$ cat src/rtl/i2c_pp_pkg.sv
package i2c_pp_pkg;
  typedef enum logic [2:0] {
    S_IDLE  = 3'd0,
    S_START = 3'd1,
    S_BIT   = 3'd2,
    S_STOP  = 3'd3,
    S_PAUSE = 3'd4
  } pp_state_t;
endpackage

$ cat src/rtl/i2c_pp_stretch.sv
module i2c_pp_stretch #(
  parameter int TW = 8
) (
  input  logic          clk,
  input  logic          rst_n,
  input  logic          tick,
  input  logic          stall,
  input  logic [TW-1:0] tmo,
  output logic          expire
);
  localparam int CW = TW + 2;
  logic [CW-1:0] cnt;

  // ticks of continuous stall; cleared whenever the line comes up
  always_ff @(posedge clk or negedge rst_n) begin
    if (!rst_n)      cnt <= '0;
    else if (!stall) cnt <= '0;
    else if (tick)   cnt <= cnt + 1'b1;
  end

  assign expire = stall && tick && (cnt == {tmo, 2'b11});

  // an expiry is only possible after a stall that was already running
  a_r7_expire_after_stall: assert property (@(posedge clk) disable iff (!rst_n)
    expire |-> $past(stall));
endmodule

$ cat src/rtl/i2c_pp_pause.sv
module i2c_pp_pause #(
  parameter int PW = 4
) (
  input  logic          clk,
  input  logic          rst_n,
  input  logic          tick,
  input  logic          load,
  input  logic [PW-1:0] pause,
  output logic          last
);
  localparam int CW = PW + 2;
  logic [CW-1:0] cnt;

  always_ff @(posedge clk or negedge rst_n) begin
    if (!rst_n)                     cnt <= '0;
    else if (load)                  cnt <= {pause, 2'b00};
    else if (tick && cnt != '0)     cnt <= cnt - 1'b1;
  end

  assign last = (cnt == CW'(1));
endmodule

$ cat src/rtl/i2c_pp_drive.sv
module i2c_pp_drive
  import i2c_pp_pkg::*;
#(
  parameter int AW = 7
) (
  input  pp_state_t     st,
  input  logic [1:0]    ph,
  input  logic [3:0]    idx,
  input  logic [AW-1:0] addr_q,
  output logic          scl_oe,
  output logic          sda_oe
);
  localparam int NB = AW + 1;  // address bits plus read bit
  logic cur;

  always_comb begin
    if (idx < 4'(AW)) cur = addr_q[AW - 1 - int'(idx)];
    else              cur = 1'b1;
  end

  always_comb begin
    scl_oe = 1'b0;
    sda_oe = 1'b0;
    case (st)
      S_START: begin
        sda_oe = (ph != 2'd0);
        scl_oe = (ph >= 2'd2);
      end
      S_BIT: begin
        scl_oe = (ph == 2'd0) || (ph == 2'd3);
        sda_oe = (idx < 4'(NB)) ? !cur : 1'b0;
      end
      S_STOP: begin
        scl_oe = (ph == 2'd0);
        sda_oe = (ph <= 2'd1);
      end
      default: ;
    endcase
  end
endmodule

$ cat src/rtl/i2c_presence_poller.sv
module i2c_presence_poller
  import i2c_pp_pkg::*;
#(
  parameter int AW = 7,
  parameter int PW = 4,
  parameter int TW = 8
) (
  input  logic          clk,
  input  logic          rst_n,
  input  logic          en,
  input  logic          go,
  input  logic [AW-1:0] addr,
  input  logic [PW-1:0] pause,
  input  logic [TW-1:0] tmo,
  input  logic          scl_tick,
  input  logic          scl_i,
  input  logic          sda_i,
  output logic          scl_oe,
  output logic          sda_oe,
  output logic          ready,
  output logic          timeout,
  output logic          busy
);
  localparam logic [3:0] ACK_IDX = 4'(AW + 1);

  pp_state_t     st;
  logic [1:0]    ph;
  logic [3:0]    idx;
  logic [AW-1:0] addr_q;
  logic          acked, abort;
  logic          owned, stall, step, expire, p_last, p_load, stop_end;

  assign owned    = (st == S_START) || (st == S_BIT) || (st == S_STOP);
  assign stall    = owned && !scl_oe && !scl_i;
  assign step     = scl_tick && !stall;
  assign stop_end = (st == S_STOP) && step && (ph == 2'd3);
  assign p_load   = stop_end && !acked && !abort;
  assign busy     = (st != S_IDLE);

  i2c_pp_drive #(.AW(AW)) u_drive (
    .st(st), .ph(ph), .idx(idx), .addr_q(addr_q),
    .scl_oe(scl_oe), .sda_oe(sda_oe)
  );

  i2c_pp_stretch #(.TW(TW)) u_stretch (
    .clk(clk), .rst_n(rst_n), .tick(scl_tick), .stall(stall),
    .tmo(tmo), .expire(expire)
  );

  i2c_pp_pause #(.PW(PW)) u_pause (
    .clk(clk), .rst_n(rst_n), .tick(scl_tick), .load(p_load),
    .pause(pause), .last(p_last)
  );

  always_ff @(posedge clk or negedge rst_n) begin
    if (!rst_n) begin
      st <= S_IDLE; ph <= '0; idx <= '0; addr_q <= '0;
      acked <= 1'b0; abort <= 1'b0; ready <= 1'b0; timeout <= 1'b0;
    end else begin
      ready   <= stop_end && acked && !abort;
      timeout <= expire;
      if (expire) begin
        st <= S_IDLE; ph <= '0;
      end else if (!en && st != S_IDLE && !abort) begin
        if (st == S_STOP) abort <= 1'b1;
        else if (st == S_PAUSE || (st == S_START && ph == 2'd0)) begin
          st <= S_IDLE; ph <= '0;
        end else begin
          st <= S_STOP; ph <= '0; abort <= 1'b1;
        end
      end else begin
        case (st)
          S_IDLE: if (go && en) begin
            st <= S_START; ph <= '0; addr_q <= addr; abort <= 1'b0;
          end
          S_START: if (step) begin
            ph <= ph + 2'd1;
            acked <= 1'b0;
            if (ph == 2'd3) begin st <= S_BIT; idx <= '0; end
          end
          S_BIT: if (step) begin
            ph <= ph + 2'd1;
            if (ph == 2'd2 && idx == ACK_IDX) acked <= !sda_i;
            if (ph == 2'd3) begin
              if (idx == ACK_IDX) st <= S_STOP;
              else idx <= idx + 4'd1;
            end
          end
          S_STOP: if (step) begin
            ph <= ph + 2'd1;
            if (ph == 2'd3) begin
              if (acked || abort)   st <= S_IDLE;
              else if (pause == '0) st <= S_START;
              else                  st <= S_PAUSE;
            end
          end
          S_PAUSE: if (scl_tick && p_last) begin
            st <= S_START; ph <= '0;
          end
          default: st <= S_IDLE;
        endcase
      end
    end
  end

  // ready is a single-cycle pulse and polling is over when it shows
  a_r5_ready_pulse: assert property (@(posedge clk) disable iff (!rst_n)
    ready |=> !ready);
  a_r5_ready_idle: assert property (@(posedge clk) disable iff (!rst_n)
    ready |-> !busy);
  // a timeout leaves the bus released and the block idle
  a_r8_tmo_release: assert property (@(posedge clk) disable iff (!rst_n)
    timeout |-> (!busy && !scl_oe && !sda_oe));
  // an idle block never drives the bus
  a_r1_idle_release: assert property (@(posedge clk) disable iff (!rst_n)
    !busy |-> (!scl_oe && !sda_oe));
  // line drive only moves on a tick or an enable change
  a_r3_tick_paced: assert property (@(posedge clk) disable iff (!rst_n)
    (en && !scl_tick) |=> ($stable(scl_oe) && $stable(sda_oe)));
  // never both events at once
  a_r7_one_event: assert property (@(posedge clk) disable iff (!rst_n)
    !(ready && timeout));
endmodule

$ cat config.mk
export PLATFORM = sky130hd
export DESIGN_NAME = i2c_presence_poller
export DESIGN_NICKNAME = d
export VERILOG_FILES = /design/src/rtl/i2c_pp_pkg.sv /design/src/rtl/i2c_pp_stretch.sv /design/src/rtl/i2c_pp_pause.sv /design/src/rtl/i2c_pp_drive.sv /design/src/rtl/i2c_presence_poller.sv
export SDC_FILE = /design/constraint.sdc
export NUM_CORES = 1
export LEC_CHECK = 0
export BUFFER_PORTS_ARGS = -buffer_cell sky130_fd_sc_hd__buf_2
export CORE_MARGIN = 2
export CORE_UTILIZATION = 58
export CTS_BUF_LIST = sky130_fd_sc_hd__clkbuf_8 sky130_fd_sc_hd__clkbuf_16
export DETAILED_ROUTE_END_ITERATION = 16
export GPL_TIMING_DRIVEN = 0
export PLACE_DENSITY = 0.78
export SYNTH_ARGS = -nofsm -noshare
export SYNTH_HDL_FRONTEND = slang
export SYNTH_HIERARCHICAL = 1
export SYNTH_SLANG_ARGS = --single-unit
export TNS_END_PERCENT = 20
$ cat constraint.sdc
create_clock -name clk -period 3.9 [get_ports clk]
set_input_delay 0.78 -clock clk [delete_from_list [all_inputs] [get_ports clk]]
set_output_delay 0.78 -clock clk [all_outputs]
set_load 0.05 [all_outputs]
# Word-level counts from Yosys, hierarchy flattened
# Cells that the tools add are included.
word_totals:
  wordCells: 148
  out_inout_bits: 5
  reg_bits: 36
  inputBits: 26
op_classes:
  n_reduce_logical: 49
  n_bitwise: 2
  n_eq_ne: 28
  addsub: 5
  mux: 49
  n_lt_le_gt_ge: 5
ops:
  columns: ["operator", "n"]
  rows:
  - ["3-bit 2-to-1 mux", 14]
  - ["32-bit by 5-bit < comparator with 1-bit output (second input constant)", 1]
  - ["10-bit 2-to-1 mux", 2]
  - ["4-bit 2-to-1 mux", 5]
  - ["1-bit logical AND", 18]
  - ["3-bit case mux with 5 select lines", 1]
  - ["2-bit 2-to-1 mux", 7]
  - ["1-bit 2-to-1 mux", 12]
  - ["6-bit 2-to-1 mux", 2]
  - ["4-bit by 2-bit inequality test with 1-bit output (second input constant)", 3]
  - ["4-bit by 3-bit inequality test with 1-bit output (second input constant)", 3]
  - ["10-bit by 1-bit adder with 10-bit output (second input constant)", 1]
  - ["10-bit == test", 1]
  - ["10-bit AND reduction", 1]
  - ["2-bit nonzero test", 5]
  - ["3-bit inequality test (second input constant)", 3]
  - ["1-bit zero test", 8]
  - ["2-bit inequality test (second input constant)", 4]
  - ["4-bit case mux with 2 select lines", 1]
  - ["4-bit AND reduction", 2]
  - ["8-bit AND reduction", 1]
  - ["3-bit by 2-bit == test with 1-bit output (second input constant)", 2]
  - ["6-bit by 1-bit == test with 1-bit output (second input constant)", 1]
  - ["2-bit by 1-bit inequality test with 1-bit output (second input constant)", 3]
  - ["other kinds (30)", 37]

# Longest topological paths before layout
logic_depth:
  depth_word: 13
  mapped_depth: 15
  ltp_nobuf: 14

# Cells and area by module
# Netlist, hierarchy kept.
by_module_without_submodules:
  columns: ["module", "cells_per_inst", "n_inst", "area_each_um2", "seq_area_each_um2"]
  rows:
  - ["i2c_presence_poller", 124, 1, 1243.7, 500.5]
  - ["i2c_pp_stretch", 61, 1, 581.8, 250.2]
  - ["i2c_pp_pause", 49, 1, 439.2, 150.1]
  - ["i2c_pp_drive", 28, 1, 197.7, 0.0]

# Worst setup path after synthesis
# OpenSTA, ideal clock, no wires.
synth_path:
  kind: "flip-flop to flip-flop"
  startpoint: "register ph[1]"
  endpoint: "register u_pause.cnt[0]"
  arrival_ns: 3.175
  setup_slack_ns: 0.586
  path_buffers: 1
  synth_period_minus_slack_ns: 3.314
  t_required_ns: 3.761
  path_stages_with_launch: 14
  setup_ns: 0.139
  cell_sequence: "dfrtp_1 -> inv_1 -> ha_1 -> mux2i_1 -> a21oi_1 -> nor2_1 -> nor2_1 -> a21oi_1 -> nand4_1 -> nor3_1 -> clkbuf_1 -> nor2_1 -> a31oi_1 -> o211ai_1"
synth_between:
  elab_chain_cells: 13
  word_cells_on_any_way: 16
  cone_classes: "order compare (1); eq/ne (1); mux (2); reduce/logical (12)"
synth_rtl:
  columns: ["item", "line", "source"]
  rows:
  - ["start, declared", "i2c_presence_poller.sv:27", "logic [1:0] ph;"]
  - ["start signal, assigned", "i2c_presence_poller.sv:77", "ph <= ph + 2'd1;"]
  - ["start signal, assigned", "i2c_presence_poller.sv:82", "ph <= ph + 2'd1;"]
  - ["start signal, assigned", "i2c_presence_poller.sv:90", "ph <= ph + 2'd1;"]
  - ["2-bit == test / 2-bit zero test (equally long branches)", "i2c_pp_drive.sv:30, i2c_pp_drive.sv:34", null]
  - ["1-bit logical OR", "i2c_pp_drive.sv:30", "scl_oe = (ph == 2'd0) || (ph == 2'd3);"]
  - ["1-bit case mux with 3 select lines *", "i2c_pp_drive.sv:24", "case (st)"]
  - ["via scl_oe", "i2c_presence_poller.sv:18", "output logic scl_oe,"]
  - ["1-bit zero test *", "i2c_presence_poller.sv:34", "assign stall = owned && !scl_oe && !scl_i;"]
  - ["1-bit logical AND * (2 in series)", "i2c_presence_poller.sv:34", null]
  - ["1-bit zero test *", null, null]
  - ["1-bit logical AND *", "i2c_presence_poller.sv:35", "assign step = scl_tick && !stall;"]
  - ["1-bit logical AND * (2 in series)", "i2c_presence_poller.sv:36", "assign stop_end = (st == S_STOP) && step && (ph == 2'd3);"]
  - ["1-bit logical AND * (2 in series)", "i2c_presence_poller.sv:37", "assign p_load = stop_end && !acked && !abort;"]
  - ["via p_load", "i2c_presence_poller.sv:31", "logic owned, stall, step, expire, p_last, p_load, stop_end;"]
  - ["6-bit 2-to-1 mux / 2-bit nonzero test (equally long branches)", null, null]
  - ["end signal, assigned", "i2c_pp_pause.sv:16", "else if (load) cnt <= {pause, 2'b00};"]
  - ["end signal, assigned", "i2c_pp_pause.sv:17", "else if (tick && cnt != '0) cnt <= cnt - 1'b1;"]
  - ["end, declared", "i2c_pp_pause.sv:12", "logic [CW-1:0] cnt;"]
# Mark *: on every way through the listed nets, which the timed path passes. The rest lies on a longest branch.
# A chain may end at the register's enable or synchronous reset.

# Worst setup path after layout
layout_path:
  startpoint: "register ph[1]"
  endpoint: "register addr_q[0]"
layout_between:
  elab_chain_cells: 10
  word_cells_on_any_way: 12
  cone_classes: "order compare (1); eq/ne (1); mux (1); bitwise (1); reduce/logical (8)"
layout_rtl:
  columns: ["item", "line", "source"]
  rows:
  - ["2-bit == test / 2-bit zero test (equally long branches)", "i2c_pp_drive.sv:30, i2c_pp_drive.sv:34", null]
  - ["1-bit logical OR", "i2c_pp_drive.sv:30", null]
  - ["1-bit case mux with 3 select lines *", "i2c_pp_drive.sv:24", null]
  - ["1-bit zero test *", "i2c_presence_poller.sv:34", null]
  - ["1-bit logical AND * (2 in series)", "i2c_presence_poller.sv:34", null]
  - ["via stall", "i2c_presence_poller.sv:31", null]
  - ["1-bit logical AND * (2 in series)", "i2c_pp_stretch.sv:21", "assign expire = stall && tick && (cnt == {tmo, 2'b11});"]
  - ["via expire", "i2c_presence_poller.sv:31", null]
  - ["1-bit inverter (no line) *", null, null]
  - ["4-bit AND reduction (no line) *", null, null]
  - ["end signal, assigned", "i2c_presence_poller.sv:57", "st <= S_IDLE; ph <= '0; idx <= '0; addr_q <= '0;"]
  - ["end signal, assigned", "i2c_presence_poller.sv:74", "st <= S_START; ph <= '0; addr_q <= addr; abort <= 1'b0;"]
  - ["end, declared", "i2c_presence_poller.sv:29", "logic [AW-1:0] addr_q;"]
# Marks and branches as above.

==> qor.tcl <==
set qor(global_route.overflow_total) 0
set qor(worst_clock_skew_ps) 10.9
set qor(synthAdderAreaFrac) 0.0701
set qor(post-synth-top-area-fraction) 0.366
set qor(grt_setup_unrepaired) {false}
set qor(worst-r2r-setup-slack_ps) 270
set qor(netlist_top_cells_area) {dfrtp_1 (37%), ha_1 (6.6%), mux2_2 (4.1%)}
set qor(drcViolationCount) 0
set qor(final_instance_area_um2) 2770
set qor(pin_count) 31
set qor(grt_antenna_before_repair) 0
set qor(wirelength_um) 5270
set qor(critPathMaxStageDelay_ps) 480
set qor(worst_ep_required_time_ps) 4070
set qor(relSlewSlack) 0.450
set qor(post_synthesis_mux_area_share) 0.0615
set qor(drtIter0Drc) 102
set qor(detail_route.wl_per_cell_um) 15.1
set qor(grt.total_usage) 0.229
set qor(antenna_left) 0
set qor(cts_inserted_buffers) 5
set qor(count_of_mapped_cells_out_of_synthesis) 262
set qor(fin_util) 0.687
set qor(cts_htree_levels) 2
set qor(setup-violations-final) 0
set qor(cellLeakagePower_nw) 1.21
set qor(layout.filler_cells) 334
set qor(grt_first_pass_wirelength_um) 9070
set qor(r2r_cells) 13
set qor(synthesis.yosys.warnings) 6
set qor(cp-end-kind) {flip-flop}
set qor(critPathSlowestCell) {dfrtp_1}
set qor(placed_cell_area_um2) 2680
set qor(yosys.area_share.xor_xnor) 0.0462
set qor(yosysMostFrequentCell) {dfrtp_1}
set qor(end_point_of_the_most_critical_hold_path) {addr_q[4]$_DFFE_PN0P_}
set qor(floorplan.die.height_um) 69.2
set qor(synth_async_sr_flop_share) 1.00
set qor(fin_nets) 338
set qor(rows) 23
set qor(clock_latency_late_sink_ps) 290
set qor(synth_top_cell_by_area) {dfrtp_1}
set qor(post_synth.cell_area_avg_um2) 9.40
set qor(synthDistinctLibCells) 61
set qor(cts_tree) {built}
set qor(cts_repair_resize_count) 0
set qor(dp_slack_ps) 366
set qor(synth_fp_nets) 301
set qor(report.final.slew_viol_count) 0
set qor(synth_top_family_by_area) {simple AND/OR/NAND/NOR gates}
set qor(syn-cell-area_um2) 2460
set qor(number_of_synthesized_flops_with_an_enable_pin) 0
set qor(cts.reportedPaths.clkPinSlew_ps) 80
set qor(criticalPathCategory) {flip-flop to flip-flop}
set qor(gate_family_responsible_for_the_most_delay_along_the_worst_path) {simple AND/OR/NAND/NOR gates}
set qor(synthTopCellsByCount) {dfrtp_1 (36), nor2_1 (20), inv_1 (15), nand2_1 (15), ha_1 (13)}
set qor(cell_count_along_the_critical_path) 13
set qor(gp_congestion) 0.928
set qor(core_area_um2) 4030
set qor(postCtsSetupBuffers) 0
set qor(critical_path.cell_chain) {inv_1 > ha_1 > mux2i_1 > a21oi_1 > nor2_1 > nor4_1 > inv_1 > or3_1 > nor3_1 > clkbuf_1 > nor2_1 > nand4_1 > mux2_2}
set qor(hp-start) {addr_q[4]$_DFFE_PN0P_}
set qor(clk_path_buf_depth) 2
set qor(cts_hold_repair.buffers) 0
set qor(layout-drive-gt1-share) 0.200
set qor(detailedRoute.firstPassIterationCount) 4
set qor(worstPathBufferInverterCount) 3
set qor(floorplan_die_area_um2) 4780
set qor(place.detailed.hpwl_um) 3790
set qor(maximum_number_of_pins_on_one_net_before_global_route_repair) 37
set qor(post_synth_and_or_nand_nor_area_fraction) 0.239
set qor(initial_core_util) 0.611
set qor(ys.flop_type) {dfrtp_1}
set qor(vdd.ir_drop.worst_mv) 0.342
set qor(port_buffers) 30
set qor(fin_ws_ps) 273
set qor(run_status) {complete, no violations}
set qor(power_density_nw_per_um2) 580
set qor(share_of_synthesized_area_occupied_by_flip_flops_and_latches) 0.366
set qor(tightest_slew_ps) 825
set qor(report.final.hold_viol_count) 0
set qor(routed-via-count) 2143
set qor(timing.critical_path.from_type) {flip-flop}
set qor(critical_path_arrival_ps) 3800
set qor(die_w_um) 69.2
set qor(min-delay-path-class) {flip-flop to flip-flop}
set qor(final.period_utilization) 0.930
set qor(drt-vias-per-instance) 6.12
set qor(cp_max_fo) 10
set qor(cts_num_sinks) 36
set qor(clk_root_buffer_cell) {clkbuf_8}
set qor(num_antenna_cells) 0
set qor(synth-compound-area-share) 0.173
set qor(worst_hold_path.num_cells) 1
set qor(finalCriticalPeriod_ps) 3630
set qor(area_growth_pct) 12.4
set qor(max_cap_violations) 0
set qor(endpoint_of_the_lowest_slack_register_to_register_path) {addr_q[0]$_DFFE_PN0P_}
set qor(rr_startpoint) {ph[1]$_DFFE_PN0P_}
set qor(ys_ff_latch) 36
set qor(fin_tns_setup_ps) 0
set qor(grt_pass1_vias) 2047
set qor(clock.fmax_mhz) 276
-- routing by layer --
layer	GRT usage	wire (µm)	vias to the layer above
met4	0.0675	55	0
li1	-	-	1045
met2	0.357	2480	63
met1	0.325	2500	1028
met5	0	0	-
met3	0.0424	235	7
-- cell type report --
type                    instances  area [µm²]  share of cell area
plain buffers                  12        52.6              0.0190
well taps                      50        62.6              0.0226
multi-input cells             199        1450               0.525
inverters                      15        56.3              0.0203
clock buffers                   6        82.6              0.0298
repair buffers                 30         150              0.0542
flip-flops and latches         36         901               0.325
clock inverters                 2        10.0             0.00362
-- state kept, by name, indices dropped and copies added (netlist names) --
register and flops:
abort 1, acked 1, addr_q 7, idx 4, ph 2, ready 1
st 3, timeout 1, u_pause/cnt 6, u_stretch/cnt 10
-- power by group --
part | internal [W] | leakage, nW | switching (W) | total [W]
logic | 0.000322 | 0.698 | 0.000416 | 0.000738
clock network | 0.000141 | 0.0510 | 0.000134 | 0.000275
registers | 0.000471 | 0.457 | 0.000120 | 0.000591
-- layout by cell type, fill, tap and decap left out, types with 5 or more instances in the layout --
cell type  instances
a21oi_1           10
buf_2             32
clkbuf_1           8
clkbuf_8           6
dfrtp_1           36
ha_1              13
inv_1             15
mux2_2             9
mux2i_1            5
nand2_1           15
nand3_1            9
nand4_1            9
nor2_1            20
nor3_1             8
o21ai_0            9
xnor2_1            8
xor2_1             5
-- how the worst max path moves through the flow --
stage                                             to  slack (ps)         startpoint
after floorplan           u_pause/cnt[0]$_DFFE_PN0P_         590  ph[1]$_DFFE_PN0P_
after global placement         addr_q[6]$_DFFE_PN0P_         400  ph[1]$_DFFE_PN0P_
after detailed placement       addr_q[0]$_DFFE_PN0P_         370  ph[1]$_DFFE_PN0P_
after CTS                      addr_q[0]$_DFFE_PN0P_         320  ph[1]$_DFFE_PN0P_
after global routing           addr_q[1]$_DFFE_PN0P_          20  ph[1]$_DFFE_PN0P_
final                          addr_q[0]$_DFFE_PN0P_         270  ph[1]$_DFFE_PN0P_
-- metrics by stage --
stage | power, W | cells | hold slack [ps]
after global placement | 0.00131 | 342 | 483
after CTS | 0.00161 | 350 | 507
after detailed placement | 0.00133 | 342 | 489
after global routing | 0.00173 | 350 | 534
after floorplan | 0.00115 | 262 | 470
final | 0.00160 | 350 | 504
-- cell families (layout without fill, tap and decap cells) --
family / count (synthesis) / count (layout)
simple gates: 101 / 101
compound gates: 57 / 57
flops: 36 / 36
buf+inv: 27 / 65
fa+ha+maj: 14 / 14
mux: 14 / 14
xor+xnor: 13 / 13
No activity file was read; power rests on OpenSTA's default activity.
